## config.mk

```make
export PLATFORM = sky130hd
export DESIGN_NAME = uart_loop_route
export DESIGN_NICKNAME = d
export VERILOG_FILES = /design/src/rtl/uart_lr_pkg.sv /design/src/rtl/uart_lr_baud.sv /design/src/rtl/uart_lr_tx.sv /design/src/rtl/uart_lr_rx.sv /design/src/rtl/uart_lr_route.sv /design/src/rtl/uart_loop_route.sv
export SDC_FILE = /design/constraint.sdc
export NUM_CORES = 1
export LEC_CHECK = 0
export BUFFER_PORTS_ARGS = -buffer_cell sky130_fd_sc_hd__buf_2
export CAP_MARGIN = 20
export CORE_AREA = 2 2 65 128
export CTS_CLUSTER_DIAMETER = 200
export CTS_CLUSTER_SIZE = 10
export DETAILED_ROUTE_END_ITERATION = 8
export DIE_AREA = 0 0 67 130
export GPL_TIMING_DRIVEN = 0
export HOLD_SLACK_MARGIN = 0.03
export PLACE_DENSITY = 0.69
export REMOVE_ABC_BUFFERS = 1
export SLEW_MARGIN = 25
export SYNTH_ARGS = -nofsm -noshare
export SYNTH_HDL_FRONTEND = slang
export SYNTH_SLANG_ARGS = --single-unit
```

## constraint.sdc

```tcl
create_clock -name clk -period 2.1 [get_ports clk]
set_clock_uncertainty 0.2 [all_clocks]
set_input_delay 0.21 -clock clk [delete_from_list [all_inputs] [get_ports clk]]
set_output_delay 0.21 -clock clk [all_outputs]
set_load 0.01 [all_outputs]
```

## src/rtl/uart_lr_pkg.sv

```systemverilog
package uart_lr_pkg;

  typedef enum logic [1:0] {
    RT_NORMAL = 2'd0,
    RT_LOOP   = 2'd1,
    RT_SINGLE = 2'd2
  } route_e;

  typedef enum logic [1:0] {
    RX_HUNT  = 2'd0,
    RX_START = 2'd1,
    RX_DATA  = 2'd2,
    RX_STOP  = 2'd3
  } rx_state_e;

  function automatic route_e pick_route(input logic loop_sel, input logic src_sel);
    if (!loop_sel)    return RT_NORMAL;
    else if (src_sel) return RT_SINGLE;
    else              return RT_LOOP;
  endfunction

  function automatic logic maj3(input logic a, input logic b, input logic c);
    return (a & b) | (a & c) | (b & c);
  endfunction

endpackage

```

## src/rtl/uart_lr_baud.sv

```systemverilog
module uart_lr_baud #(
  parameter int CLK_DIV = 27
) (
  input  logic clk,
  input  logic rst,
  input  logic freeze,
  output logic tick
);
  localparam int CW = (CLK_DIV > 1) ? $clog2(CLK_DIV) : 1;
  localparam logic [CW-1:0] LAST = CW'(CLK_DIV - 1);

  logic [CW-1:0] cnt;

  always_ff @(posedge clk) begin
    if (rst) begin
      cnt  <= '0;
      tick <= 1'b0;
    end else begin
      tick <= 1'b0;
      if (!freeze) begin
        if (cnt == LAST) begin
          cnt  <= '0;
          tick <= 1'b1;
        end else begin
          cnt <= cnt + CW'(1);
        end
      end
    end
  end
endmodule

```

## src/rtl/uart_lr_tx.sv

```systemverilog
module uart_lr_tx #(
  parameter int DW  = 8,
  parameter int OVS = 16
) (
  input  logic          clk,
  input  logic          rst,
  input  logic          tick,
  input  logic          en,
  input  logic          freeze,
  input  logic [DW-1:0] wr_data,
  input  logic          wr_valid,
  output logic          wr_ready,
  output logic          line,
  output logic          busy
);
  localparam int FW = DW + 2;
  localparam int SW = $clog2(OVS);
  localparam int BW = $clog2(FW + 1);
  localparam logic [SW-1:0] S_LAST = SW'(OVS - 1);
  localparam logic [BW-1:0] B_LAST = BW'(FW - 1);

  logic [FW-1:0] sh;
  logic [SW-1:0] sub;
  logic [BW-1:0] bitcnt;

  assign wr_ready = en & ~busy & ~freeze;

  always_ff @(posedge clk) begin
    if (rst) begin
      sh     <= '1;
      sub    <= '0;
      bitcnt <= '0;
      busy   <= 1'b0;
      line   <= 1'b1;
    end else if (!en) begin
      busy <= 1'b0;
      line <= 1'b1;
    end else if (!busy) begin
      if (wr_valid && wr_ready) begin
        sh     <= {1'b1, wr_data, 1'b0};
        sub    <= '0;
        bitcnt <= '0;
        busy   <= 1'b1;
        line   <= 1'b0;
      end
    end else if (tick) begin
      if (sub == S_LAST) begin
        sub <= '0;
        if (bitcnt == B_LAST) begin
          busy <= 1'b0;
          line <= 1'b1;
        end else begin
          bitcnt <= bitcnt + BW'(1);
          sh     <= {1'b1, sh[FW-1:1]};
          line   <= sh[1];
        end
      end else begin
        sub <= sub + SW'(1);
      end
    end
  end
endmodule

```

## src/rtl/uart_lr_rx.sv

```systemverilog
module uart_lr_rx
  import uart_lr_pkg::*;
#(
  parameter int DW  = 8,
  parameter int OVS = 16
) (
  input  logic          clk,
  input  logic          rst,
  input  logic          tick,
  input  logic          en,
  input  logic          line,
  input  logic          ack,
  output logic [DW-1:0] data,
  output logic          valid,
  output logic          ferr
);
  localparam int SW = $clog2(OVS);
  localparam int BW = (DW > 1) ? $clog2(DW) : 1;
  localparam logic [SW-1:0] S_A    = SW'(OVS / 2 - 1);
  localparam logic [SW-1:0] S_B    = SW'(OVS / 2);
  localparam logic [SW-1:0] S_C    = SW'(OVS / 2 + 1);
  localparam logic [SW-1:0] S_LAST = SW'(OVS - 1);
  localparam logic [BW-1:0] B_LAST = BW'(DW - 1);

  rx_state_e     st;
  logic          prev;
  logic          sa, sb, vote;
  logic [SW-1:0] sub;
  logic [BW-1:0] bitcnt;
  logic [DW-1:0] sh;

  assign vote = maj3(sa, sb, line);

  always_ff @(posedge clk) begin
    if (rst) begin
      st     <= RX_HUNT;
      prev   <= 1'b0;
      sa     <= 1'b0;
      sb     <= 1'b0;
      sub    <= '0;
      bitcnt <= '0;
      sh     <= '0;
      data   <= '0;
      valid  <= 1'b0;
      ferr   <= 1'b0;
    end else begin
      if (ack) begin
        valid <= 1'b0;
        ferr  <= 1'b0;
      end
      if (!en) begin
        st   <= RX_HUNT;
        prev <= 1'b0;
      end else if (tick) begin
        prev <= line;
        if (st == RX_HUNT) begin
          if (prev && !line) begin
            st  <= RX_START;
            sub <= SW'(1);
          end
        end else begin
          if (sub == S_A) sa <= line;
          if (sub == S_B) sb <= line;
          if (sub == S_C) begin
            case (st)
              RX_START: if (vote) st <= RX_HUNT;
              RX_DATA:  sh <= {vote, sh[DW-1:1]};
              RX_STOP: begin
                if (vote) begin
                  data  <= sh;
                  valid <= 1'b1;
                end else begin
                  ferr <= 1'b1;
                end
                st <= RX_HUNT;
              end
              default: ;
            endcase
          end
          if (sub == S_LAST) begin
            sub <= '0;
            if (st == RX_START) begin
              st     <= RX_DATA;
              bitcnt <= '0;
            end else if (st == RX_DATA) begin
              if (bitcnt == B_LAST) st <= RX_STOP;
              else                  bitcnt <= bitcnt + BW'(1);
            end
          end else begin
            sub <= sub + SW'(1);
          end
        end
      end
    end
  end
endmodule

```

## src/rtl/uart_lr_route.sv

```systemverilog
module uart_lr_route
  import uart_lr_pkg::*;
#(
  parameter int SYNC = 2
) (
  input  logic clk,
  input  logic rst,
  input  logic loop_sel,
  input  logic src_sel,
  input  logic tx_inv,
  input  logic rx_inv,
  input  logic tx_line,
  input  logic tx_busy,
  input  logic rxd_pin,
  input  logic txd_pin_in,
  output logic txd_out,
  output logic txd_oe,
  output logic rx_line
);
  logic [SYNC-1:0] rxd_sh;
  logic [SYNC-1:0] pin_sh;
  logic            src_bit;
  route_e          mode;

  assign mode = pick_route(loop_sel, src_sel);

  always_ff @(posedge clk) begin
    if (rst) begin
      rxd_sh  <= '1;
      pin_sh  <= '1;
      txd_out <= 1'b1;
      txd_oe  <= 1'b1;
    end else begin
      rxd_sh  <= {rxd_sh[SYNC-2:0], rxd_pin};
      pin_sh  <= {pin_sh[SYNC-2:0], txd_pin_in};
      txd_out <= tx_line ^ tx_inv;
      txd_oe  <= (mode != RT_SINGLE) | tx_busy;
    end
  end

  always_comb begin
    case (mode)
      RT_LOOP:   src_bit = txd_out;
      RT_SINGLE: src_bit = pin_sh[SYNC-1];
      default:   src_bit = rxd_sh[SYNC-1];
    endcase
    rx_line = src_bit ^ rx_inv;
  end
endmodule

```

## src/rtl/uart_loop_route.sv

```systemverilog
module uart_loop_route #(
  parameter int DW      = 8,
  parameter int OVS     = 16,
  parameter int CLK_DIV = 27,
  parameter int SYNC    = 2
) (
  input  logic          clk,
  input  logic          rst,
  input  logic          tx_en,
  input  logic          rx_en,
  input  logic          loop_sel,
  input  logic          src_sel,
  input  logic          tx_inv,
  input  logic          rx_inv,
  input  logic          stop_in_wait,
  input  logic          wait_req,
  input  logic [DW-1:0] tx_data,
  input  logic          tx_valid,
  output logic          tx_ready,
  output logic [DW-1:0] rx_data,
  output logic          rx_valid,
  output logic          rx_frame_err,
  input  logic          rx_ack,
  input  logic          rxd_in,
  input  logic          txd_in,
  output logic          txd_out,
  output logic          txd_oe
);
  logic freeze;
  logic tick;
  logic tx_line;
  logic tx_busy;
  logic rx_line;

  assign freeze = wait_req & stop_in_wait;

  uart_lr_baud #(.CLK_DIV(CLK_DIV)) u_baud (
    .clk(clk), .rst(rst), .freeze(freeze), .tick(tick)
  );

  uart_lr_tx #(.DW(DW), .OVS(OVS)) u_tx (
    .clk(clk), .rst(rst), .tick(tick), .en(tx_en), .freeze(freeze),
    .wr_data(tx_data), .wr_valid(tx_valid), .wr_ready(tx_ready),
    .line(tx_line), .busy(tx_busy)
  );

  uart_lr_route #(.SYNC(SYNC)) u_route (
    .clk(clk), .rst(rst), .loop_sel(loop_sel), .src_sel(src_sel),
    .tx_inv(tx_inv), .rx_inv(rx_inv), .tx_line(tx_line), .tx_busy(tx_busy),
    .rxd_pin(rxd_in), .txd_pin_in(txd_in),
    .txd_out(txd_out), .txd_oe(txd_oe), .rx_line(rx_line)
  );

  uart_lr_rx #(.DW(DW), .OVS(OVS)) u_rx (
    .clk(clk), .rst(rst), .tick(tick), .en(rx_en), .line(rx_line),
    .ack(rx_ack), .data(rx_data), .valid(rx_valid), .ferr(rx_frame_err)
  );
endmodule

```

==> results of run 1 <==
==> worst min-delay path, cell delays in order <==
cell and delay [ps]:
buf_2 80, mux2_2 130, mux2i_1 60, nand2_1 60
==> final timing paths <==
| path | end | cells after the start | startpoint | slack [ps] |
|---|---|---|---|---|
| worst max-delay path | u_rx.bitcnt[2] | 6 | u_rx.st[0] | 70 |
| worst min-delay path | u_tx.sh[3] | 4 | tx_data[2] | 50 |
| worst max register to register | u_rx.bitcnt[2] | 6 | u_rx.st[0] | 70 |
| worst min register to register | u_route.rxd_sh[1] | 1 | u_route.rxd_sh[0] | 210 |
==> registers in the layout, summed over array words and instances (netlist names), 3 cells and up <==
signal,count
u_rx.sh,8
u_rx.sub,4
u_baud.cnt,5
u_tx.sh,8
u_tx.bitcnt,4
u_rx.data,8
u_rx.bitcnt,3
u_tx.sub,4
==> layer usage <==
layer  wire (um)  global-route usage  vias up  share of wire
li1            -                   -     1237              -
met1        3040               0.210     1126           0.48
met2        3030               0.241       50           0.48
met3         218              0.0517        2          0.034
met4          27              0.0540        0         0.0043
met5           0                   0        -              0
==> power by group through the flow <==
| stage | combinational, mW | clock, mW | sequential (mW) |
|---|---|---|---|
| global route | 0.193 | 1.56 | 1.18 |
| CTS | 0.174 | 1.50 | 1.18 |
| detailed placement | 0.157 | 0 | 1.20 |
| finish | 0.174 | 1.46 | 1.18 |
| floorplan | 0.0958 | 0 | 1.20 |
| global placement | 0.155 | 0 | 1.20 |
==> cells in the mapped netlist, drive strengths merged (6+ instances only) <==
| master | n | share of area |
|---|---|---|
| dfxtp | 60 | 0.40 |
| nand2 | 52 | 0.066 |
| nor2 | 19 | 0.027 |
| mux2i | 17 | 0.058 |
| a21oi | 16 | 0.027 |
| ha | 14 | 0.059 |
| inv | 13 | 0.016 |
| nand3 | 12 | 0.022 |
| clkbuf | 10 | 0.013 |
| o21ai | 10 | 0.018 |
| nand4 | 9 | 0.019 |
| mux2 | 8 | 0.030 |
| nor3 | 6 | 0.010 |
| xnor2 | 6 | 0.018 |
| xor2 | 6 | 0.018 |
==> stage by stage <==
stage | util | hold slack [ps] | instances
after floorplan | - | 77.9 | 312
after global placement | 0.410 | 192 | 442
after detailed placement | 0.410 | 195 | 442
after CTS | 0.471 | 37.7 | 472
after global routing | 0.474 | 55.3 | 472
final | 0.474 | 46.6 | 472
==> layout make-up <==
| type | count | share of cell area |
|---|---|---|
| clock buffers | 12 | 0.0691 |
| clock inverters | 4 | 0.0128 |
| inverters | 13 | 0.0132 |
| multi-input cells | 239 | 0.462 |
| flip-flops and latches | 60 | 0.326 |
| well taps | 96 | 0.0324 |
| repair buffers | 48 | 0.0850 |
==> cells by family after synthesis <==
| kind of cell | after synthesis |
|---|---|
| buf+inv | 27 |
| flops | 60 |
| mux | 25 |
| compound gates | 56 |
| fa+ha+maj | 14 |
| xor+xnor | 12 |
| simple gates | 132 |
==> timing repair <==
action,in CTS,in global routing
hold endpoints to repair,12,0
resized for setup,8,9
buffers inserted,3,0
cloned,0,0
hold buffers,11,0
setup endpoints to repair,29,11
pin swaps,3,2
==> qor.yml, run 1 <==
outcome:
  status: "finished clean"
sta:
  worstMarginPinSlew_ps: 696
  final.min_clock_period_ps: 2030
  rsz0062_at_grt: "false"
  setup_violations: 0
  slew_headroom: 0.536
  hold_violations: 0
  layout_setup_ws_ps: 69.6
  drv_slew: 0
  period_share: 0.967
  setup-tns-final_ps: 0
  max_freq_mhz: 493
routing:
  drt_iter0_drc: 170
  via_per_inst: 5.12
  detail_route.wl_per_cell_um: 13.4
  drc: 0
  num_vias: 2415
  routed_wirelength_mm: 6.32
  first_pass_iters: 4
  route.antenna.remaining_nets: 0
clock_network:
  cts.sinks: 60
  cts_htree_levels: 3
  cts-buffers-inserted: 9
  path_clk_slew_ps: 50
  clk_latency_ps: 320
  cts_tree: "built"
  cts_root_buf: "clkbuf_16"
  cts_buffer_depth: 2
floorplanning:
  die_x_um: 67
  die_area_sq_um: 8710
  initial_core_util: 0.381
  row_count: 46
  top_level_ports: 35
  die_h_um: 130
  core_sq_um: 7830
yosys:
  synth_compound_area_frac: 0.145
  synth_mux_area_frac: 0.0885
  seq_area_frac_synth: 0.403
  synth.distinct_cells: 62
  synth_area_sq_um: 2980
  synth_edf_count: 0
  synth_cells: 326
  synth_fa_ha_area_frac: 0.0587
  synth-xor-area-share: 0.0352
  synth-warning-count: 0
  synth_flop_cell: "dfxtp_1"
  synth-simple-area-share: 0.233
  synth_seq_cells: 60
  async_reset_ff_frac: 0
  synth_top_family_by_area: "simple AND/OR/NAND/NOR gates"
  avgSynthCellArea_sq_um: 9.15
global_routing:
  grt_pass1_vias: 2353
  grt_start_max_net_pins: 34
  grt.overflow.total: 0
  gr-usage-all-layers: 0.159
  grt_pass1_wl_mm: 10.8
  antenna_found_initial: 0
critical_path:
  cp_slowest_cell: "or3_4"
  crit_fanout: 6
  critPathLaunchType: "register"
  cp_top_family: "simple AND/OR/NAND/NOR gates"
  worstSetupPathType: "reg2reg"
  crit_path_cell_trace: "inv_2 > ha_4 > nand3b_4 > or3_4 > or3b_4 > a21oi_2"
  worst-path-buf-inv: 1
  slowest_delay_ps: 420
  arrival_ps: 2080
  end_kind: "register"
  worstPathRequired_ps: 2140
place:
  gp_congestion: 0.760
  portBuffers: 34
  place_area_sq_um: 3210
  place_hpwl_mm: 4.07
  dp_slack_ps: -281
power_and_ir_drop:
  p_leak_nw: 1.40
  ir_drop_mv: 0.642
  power_density_nw_per_um2: 760
  pwr-share-seq: 0.419
  sw_frac_of_total: 0.213
  pwr-share-comb: 0.062
  power_switching_mw: 0.600
  power_mw: 2.82
  p_int_mw: 2.22
  clkPwrFrac: 0.519
worst_hold_path:
  hp-class: "in2reg"
cells_and_area:
  drive_gt1_frac: 0.258
  fillers: 746
  layout_common_cells: "dfxtp_1, nand2_1, buf_2"
  antenna_cells: 0
  seq_area_sq_um: 1210
  layout_commonest_cell: "dfxtp_1"
  fin_area_sq_um: 3710
  layout.nets: 407
  syn_to_final_growth_pct: 24.4
  multi_input_area_sq_um: 1710
run:
  max-cap-violations: 0
Power figures use the tool's default switching activity.
==> inputs of run 2 (changes only) <==
Settings changed: PLACE_DENSITY 0.69 to 0.67.
Clock period 2.1 ns to 2.4 ns, I/O delays scaled along.
==> run 2 against run 1 <==
Compared with the run above:
- global-route usage decreased by 0.95 points
- hold slack gained 3.6 ps
- count of clock-buffer cells in the layout increased by 2
- combinational power shrank 16%
- largest power group unchanged
- critical path type is now in2reg
- via count shrank 1.2%
- critical endpoint is now u_rx.data[0]
==> qor.yml, run 2 (synthesis results as in run 1) <==
outcome:
  status: "finished clean"  # unchanged
place:
  portBuffers: 34  # unchanged
  place_area_sq_um: 3210  # unchanged
  gp_congestion: 0.753  # was 0.760
  dp_slack_ps: 77.1  # was -281 ps
  dp_cells: 442  # unchanged
  place_hpwl_mm: 4.14  # was 4.07 mm
global_routing:
  grt.overflow.total: 0  # unchanged
  grt_pass1_wl_mm: 10.0  # was 10.8 mm
  grt_pass1_vias: 2252  # was 2,353
  antenna_found_initial: 0  # unchanged
  grt_start_max_net_pins: 34  # unchanged
  gr-usage-all-layers: 0.149  # was 0.159
cells_and_area:
  instances_no_fill: 466  # was 472
  antenna_cells: 0  # unchanged
  drive_gt1_frac: 0.208  # was 0.258
  fin_area_sq_um: 3560  # was 3710 sq um
  fillers: 795  # was 746
  layout_commonest_cell: "dfxtp_1"  # unchanged
  finish.utilization: 0.455  # was 0.474
  top_regs: "u_rx.data (8), u_rx.sh (8), u_tx.sh (8)"  # unchanged
  layout.nets: 401  # was 407
  layout_common_cells: "dfxtp_1, nand2_1, buf_2"  # unchanged
  syn_to_final_growth_pct: 19.4  # was 24.4%
sta:
  hold_violations: 0  # unchanged
  rsz0062_at_grt: "false"  # unchanged
  setup-tns-final_ps: 0  # unchanged
  slew_headroom: 0.327  # was 0.536
  max_freq_mhz: 444
  drv_slew: 0  # unchanged
  period_share: 0.938
  hold_ws_ps: 50.2  # was 46.6 ps
  layout_setup_ws_ps: 150  # was 69.6 ps
  worstMarginPinSlew_ps: 1010  # was 696 ps
  final.min_clock_period_ps: 2250
  setup_violations: 0  # unchanged
power_and_ir_drop:
  power_mw: 2.32  # was 2.82 mW
  power_density_nw_per_um2: 653  # was 760 nW/um^2
  clkPwrFrac: 0.492  # was 0.519
  power_switching_mw: 0.517  # was 0.600 mW
  p_leak_nw: 1.35  # was 1.40 nW
  p_int_mw: 1.81  # was 2.22 mW
  ir_drop_mv: 0.638  # was 0.642 mV
  pwr-share-seq: 0.445  # was 0.419
  pwr-share-comb: 0.063  # was 0.062
  sw_frac_of_total: 0.222  # was 0.213
routing:
  route.antenna.remaining_nets: 0  # unchanged
  routed_wirelength_mm: 5.95  # was 6.32 mm
  num_vias: 2385  # was 2,415
  detail_route.wl_per_cell_um: 12.8  # was 13.4 um
  drt_iter0_drc: 115  # was 170
  first_pass_iters: 4  # unchanged
  via_per_inst: 5.12  # about the same
  drc: 0  # unchanged
critical_path:
  worstSetupPathType: "in2reg"  # was reg2reg
  crit_path_cell_trace: "dlygate4sd3_1 > buf_2 > mux2i_2 > mux2i_1 > o221ai_4 > nor2_4 > mux2i_1"  # was inv_2 > ha_4 > nand3b_4 > or3_4 > or3b_4 > a21oi_2
  crit_fanout: 8  # was 6
  critPathLaunchType: "input pin"  # was register
  slowest_delay_ps: 520  # was 420 ps
  worstPathRequired_ps: 2460  # was 2140 ps
  cp_slowest_cell: "dlygate4sd3_1"  # was or3_4
  end_kind: "register"  # unchanged
  arrival_ps: 2310  # was 2080 ps
  crit_top_cell: "mux2i_1"
floorplanning:
  core_sq_um: 7830  # unchanged
  die_x_um: 67  # unchanged
  row_count: 46  # unchanged
  top_level_ports: 35  # unchanged
  die_h_um: 130  # unchanged
  initial_core_util: 0.381  # unchanged
  die_area_sq_um: 8710  # unchanged
clock_network:
  cts_htree_levels: 3  # unchanged
  cts_root_buf: "clkbuf_16"  # unchanged
  cts-buffers-inserted: 9  # unchanged
  clk_latency_ps: 330  # was 320 ps
  cts_buffer_depth: 2  # unchanged
  cts.sinks: 60  # unchanged
  cts_tree: "built"  # unchanged
  cts_setup_buffers: 0  # was 3
  path_clk_slew_ps: 50  # about the same
run:
  max-cap-violations: 0  # unchanged
worst_hold_path:
  hp-class: "in2reg"  # unchanged
## run 2: cell types whose count changed in the layout (fill, tap and decap cells not counted), sizes merged
cell / before / now
bufinv: 1 / 0
buf: 37 / 34
dlygate4sd3: 11 / 8
clkinvlp: 1 / 0
clkbuf: 12 / 14
## run 2: worst max-delay path, delay by kind of cell
| family | cells | cell delay [ps] |
|---|---|---|
| compound gates | 1 | 200 |
| buf+inv | 2 | 650 |
| simple gates | 1 | 320 |
| mux | 3 | 890 |
## run 2: layer usage
metal | vias to the layer above | part of all wire | GRT usage
met5 | - | 0 | 0
met4 | 0 | 0.021 | 0.0720
met3 | 8 | 0.039 | 0.0328
met2 | 52 | 0.46 | 0.240
met1 | 1103 | 0.48 | 0.185
li1 | 1222 | - | -
## run 2: path summary, 6_finish.rpt
| kind | start | end | slack [ps] | cells past startpoint |
|---|---|---|---|---|
| max | src_sel | u_rx.data[0] | 150 | 7 |
| min | tx_data[4] | u_tx.sh[5] | 50 | 4 |
| max reg2reg | u_tx.busy | u_tx.sh[3] | 170 | 5 |
| min reg2reg | u_route.rxd_sh[0] | u_route.rxd_sh[1] | 220 | 1 |
## run 2: area by class of cell
type	instances	area, sq um	share of cell area
sequential	60	1200	0.337
tap	96	120	0.0337
clock inverter	2	10.0	0.00281
inverter	13	48.8	0.0137
timing repair buffer	42	250	0.0703
multi-input combinational	239	1680	0.471
clock buffer	14	254	0.0713
## run 2: power by group through the flow
| stage | Clock, mW | Sequential, mW | Combinational, mW |
|---|---|---|---|
| 2_1_floorplan | 0 | 1.05 | 0.0838 |
| 3_3_place_gp | 0 | 1.05 | 0.134 |
| 3_5_place_dp | 0 | 1.05 | 0.137 |
| 4_1_cts | 1.17 | 1.03 | 0.147 |
| 5_1_grt | 1.21 | 1.04 | 0.164 |
| 6_report | 1.14 | 1.03 | 0.146 |
## run 2: repair_timing
action	4_1_cts	5_1_grt
gates resized for setup	0	1
endpoints found under the setup margin	0	8
hold buffers	8	0
hold endpoints to repair	7	0
==> inputs of run 3 (changes only) <==
Settings changed: ABC_AREA from default to 1, CORE_AREA 2 2 65 128 to 2 2 62 122, DIE_AREA 0 0 67 130 to 0 0 64 124.
==> run 3 against run 2 <==
Compared with the run above:
- cell count is 7.1% higher
- clock power is 19% higher
- die area is 8.9% lower
- register-to-register slack worse by 50 ps
- total power is 8.5% higher
- synthesized area is 8.3% lower
- maximum frequency is 1.3% lower
==> qor.yml, run 3 <==
outcome:
  status: "finished clean"  # unchanged
yosys:
  seq_area_frac_synth: 0.439  # was 0.403
  avgSynthCellArea_sq_um: 7.73  # was 9.15 sq um
  async_reset_ff_frac: 0  # unchanged
  synth_top_area_cell: "dfxtp_1"  # unchanged
  netlist_top_cells_count: "nand2_1, dfxtp_1, a21oi_1, inv_1, nor2_1"  # was dfxtp_1, nand2_1, nor2_1
  synth_cells: 354  # was 326
  synth_top_area_frac: 0.439  # was 0.403
  yosysMostFrequentCell: "nand2_1"  # was dfxtp_1
  synth_seq_cells: 60  # unchanged
  synth.distinct_cells: 30  # was 62
  synth_edf_count: 0  # unchanged
  synth-warning-count: 0  # unchanged
  synth_flop_cell: "dfxtp_1"  # unchanged
  synthTopCellsByArea: "dfxtp_1, nand2_1, a21oi_1, ha_1, inv_1"  # was dfxtp_1, nand2_1, ha_1, mux2i_1, mux2_2
  synth_area_sq_um: 2740  # was 2980 sq um
global_routing:
  gr-usage-all-layers: 0.161  # was 0.149
  grt.overflow.total: 0  # unchanged
  grt_start_max_net_pins: 33  # was 34
  grt_pass1_wl_mm: 9.85  # was 10.0 mm
  antenna_found_initial: 0  # unchanged
  grt_pass1_vias: 2319  # was 2,252
sta:
  max_freq_mhz: 439  # was 444 MHz
  hold_violations: 0  # unchanged
  setup_violations: 0  # unchanged
  rsz0062_at_grt: "false"  # unchanged
  slew_headroom: 0.581  # was 0.327
  setup-tns-final_ps: 0  # unchanged
  worstMarginPinSlew_ps: 628  # was 1010 ps
  period_share: 0.950  # was 0.938
  final.min_clock_period_ps: 2280  # was 2250 ps
  drv_slew: 0  # unchanged
cells_and_area:
  layout_common_cells: "nand2_1, dfxtp_1, inv_1, a21oi_1, nor2_1"  # was dfxtp_1, nand2_1, buf_2
  syn_to_final_growth_pct: 25.1  # was 19.4%
  layout_commonest_cell: "nand2_1"  # was dfxtp_1
  antenna_cells: 0  # unchanged
  fillers: 682  # was 795
  seq_area_sq_um: 1200  # about the same
  layout.nets: 440  # was 401
  multi_input_area_sq_um: 1340  # was 1680 sq um
  top_regs: "u_rx.data (8), u_rx.sh (8), u_tx.sh (8)"  # unchanged
  drive_gt1_frac: 0.176  # was 0.208
  finish.utilization: 0.493  # was 0.455
run:
  max-cap-violations: 0  # unchanged
routing:
  drt_iter0_drc: 55  # was 115
  route.antenna.remaining_nets: 0  # unchanged
  num_vias: 2476  # was 2,385
  first_pass_iters: 4  # unchanged
  detail_route.wl_per_cell_um: 12.0  # was 12.8 um
  drc: 0  # unchanged
  routed_wirelength_mm: 5.99  # was 5.95 mm
  via_per_inst: 4.96  # was 5.12
clock_network:
  cts-buffers-inserted: 9  # unchanged
  cts_root_buf: "clkbuf_16"  # unchanged
  cts_buffer_depth: 2  # unchanged
  cts.sinks: 60  # unchanged
  path_clk_slew_ps: 50  # about the same
  cts_htree_levels: 3  # unchanged
  clk_latency_ps: 330  # about the same
  cts_tree: "built"  # unchanged
critical_path:
  crit_top_cell: "inv_1"  # was mux2i_1
  end_kind: "register"  # unchanged
  cp_top_family: "simple AND/OR/NAND/NOR gates"  # was multiplexers
  worstSetupPathType: "reg2reg"  # was in2reg
  cp_slowest_cell: "dfxtp_1"  # was dlygate4sd3_1
  critPathLaunchType: "register"  # was input pin
  worstPathRequired_ps: 2450  # was 2460 ps
  crit_path_cell_trace: "inv_1 > ha_1 > nor2_1 > inv_1 > nor2_2 > inv_2 > nor3_4 > buf_4 > nand3_1 > a21oi_1"  # was dlygate4sd3_1 > buf_2 > mux2i_2 > mux2i_1 > o221ai_4 > nor2_4 > mux2i_1
  worst-path-buf-inv: 4  # was 2
  arrival_ps: 2330  # was 2310 ps
  crit_fanout: 5  # was 8
  slowest_delay_ps: 380  # was 520 ps
place:
  gp_congestion: 0.814  # was 0.753
  portBuffers: 34  # unchanged
  place_hpwl_mm: 4.25  # was 4.14 mm
power_and_ir_drop:
  power_density_nw_per_um2: 737  # was 653 nW/um^2
  ir_drop_mv: 0.450  # was 0.638 mV
  p_leak_nw: 1.54  # was 1.35 nW
floorplanning:
  initial_core_util: 0.394  # was 0.381
  die_area_sq_um: 7940  # was 8710 sq um
  die_h_um: 124  # was 130 um
  die_x_um: 64  # was 67 um
  top_level_ports: 35  # unchanged
  row_count: 43  # was 46
  core_sq_um: 6940  # was 7830 sq um
worst_hold_path:
  hp-class: "in2reg"  # unchanged
## run 3: changes by cell type in the layout (fill, tap and decap cells not counted), moves of 8 or more
cell     before  now
o21ai_0       9   23
mux2_2        8    0
a21oi_1      16   37
mux2i_1      16    0
nand3_1      11   25
nand2_1      51   65
inv_1        13   37
nor2_1       17   35
## run 3: final timing paths
kind	slack, ps	end	from	cells past startpoint
hold reg to reg	210	u_route.rxd_sh[1]	u_route.rxd_sh[0]	1
setup reg to reg	120	u_rx.data[3]	u_rx.st[1]	10
setup / recovery	120	u_rx.data[3]	u_rx.st[1]	10
hold / removal	40	u_tx.sh[1]	tx_data[0]	5
## run 3: logic make-up (layout without fill, tap and decap cells)
| logic type | after synthesis | count (layout) | synth area share |
|---|---|---|---|
| compound gates | 77 | 77 | 0.160 |
| xor+xnor | 5 | 5 | 0.0160 |
| buf+inv | 49 | 104 | 0.0727 |
| simple gates | 149 | 149 | 0.248 |
| fa+ha+maj | 14 | 14 | 0.0640 |
| flops | 60 | 60 | 0.439 |
## run 3: repair_timing
item / CTS / global route
setup endpoints to repair: 0 / 20
endpoints found under the hold margin: 9 / 0
resized for setup: 0 / 4
buffers inserted: 0 / 4
hold buffers: 9 / 0
## run 3: metal layers
metal	GRT usage	part of all wire	routed length [um]
met1	0.164	0.41	2440
met2	0.287	0.53	3170
met3	0.0307	0.026	156
met4	0.121	0.038	227
met5	0	0	0
## run 3: metrics by stage
stage / area, sq um / total power [mW] / worst slack [ps] / std cells / hold WS (ps)
after floorplan: 2690 / 1.12 / 443 / 346 / 109
after global placement: 2970 / 1.16 / 62.9 / 470 / 203
after detailed placement: 2970 / 1.17 / 32.2 / 470 / 207
after CTS: 3380 / 2.55 / 1.63 / 495 / 38.6
after global routing: 3420 / 2.61 / 23.2 / 499 / 71.4
final: 3420 / 2.52 / 121 / 499 / 41.1
## run 3: layout make-up
| type | count | share of cell area |
|---|---|---|
| Tap cell | 90 | 0.0329 |
| Clock inverter | 5 | 0.0219 |
| Clock buffer | 11 | 0.0710 |
| Timing Repair Buffer | 47 | 0.0849 |
| Multi-Input combinational cell | 245 | 0.392 |
| Sequential cell | 60 | 0.352 |
| Inverter | 41 | 0.0450 |
## run 3: worst register-to-register path, stage by stage, from the launching register on
cell and delay, ps:
dfxtp_1 380, inv_1 110, ha_1 250, nor2_1 140, inv_1 100, nor2_2 160, inv_2 110, nor3_4 320
buf_4 190, nand3_1 80, a21oi_1 160
## run 3: report_power, final
| part | switching [mW] | leakage, nW | internal (mW) |
|---|---|---|---|
| Combinational | 0.0707 | 0.890 | 0.0535 |
| Sequential | 0.0147 | 0.488 | 1.02 |
| Clock | 0.434 | 0.159 | 0.930 |
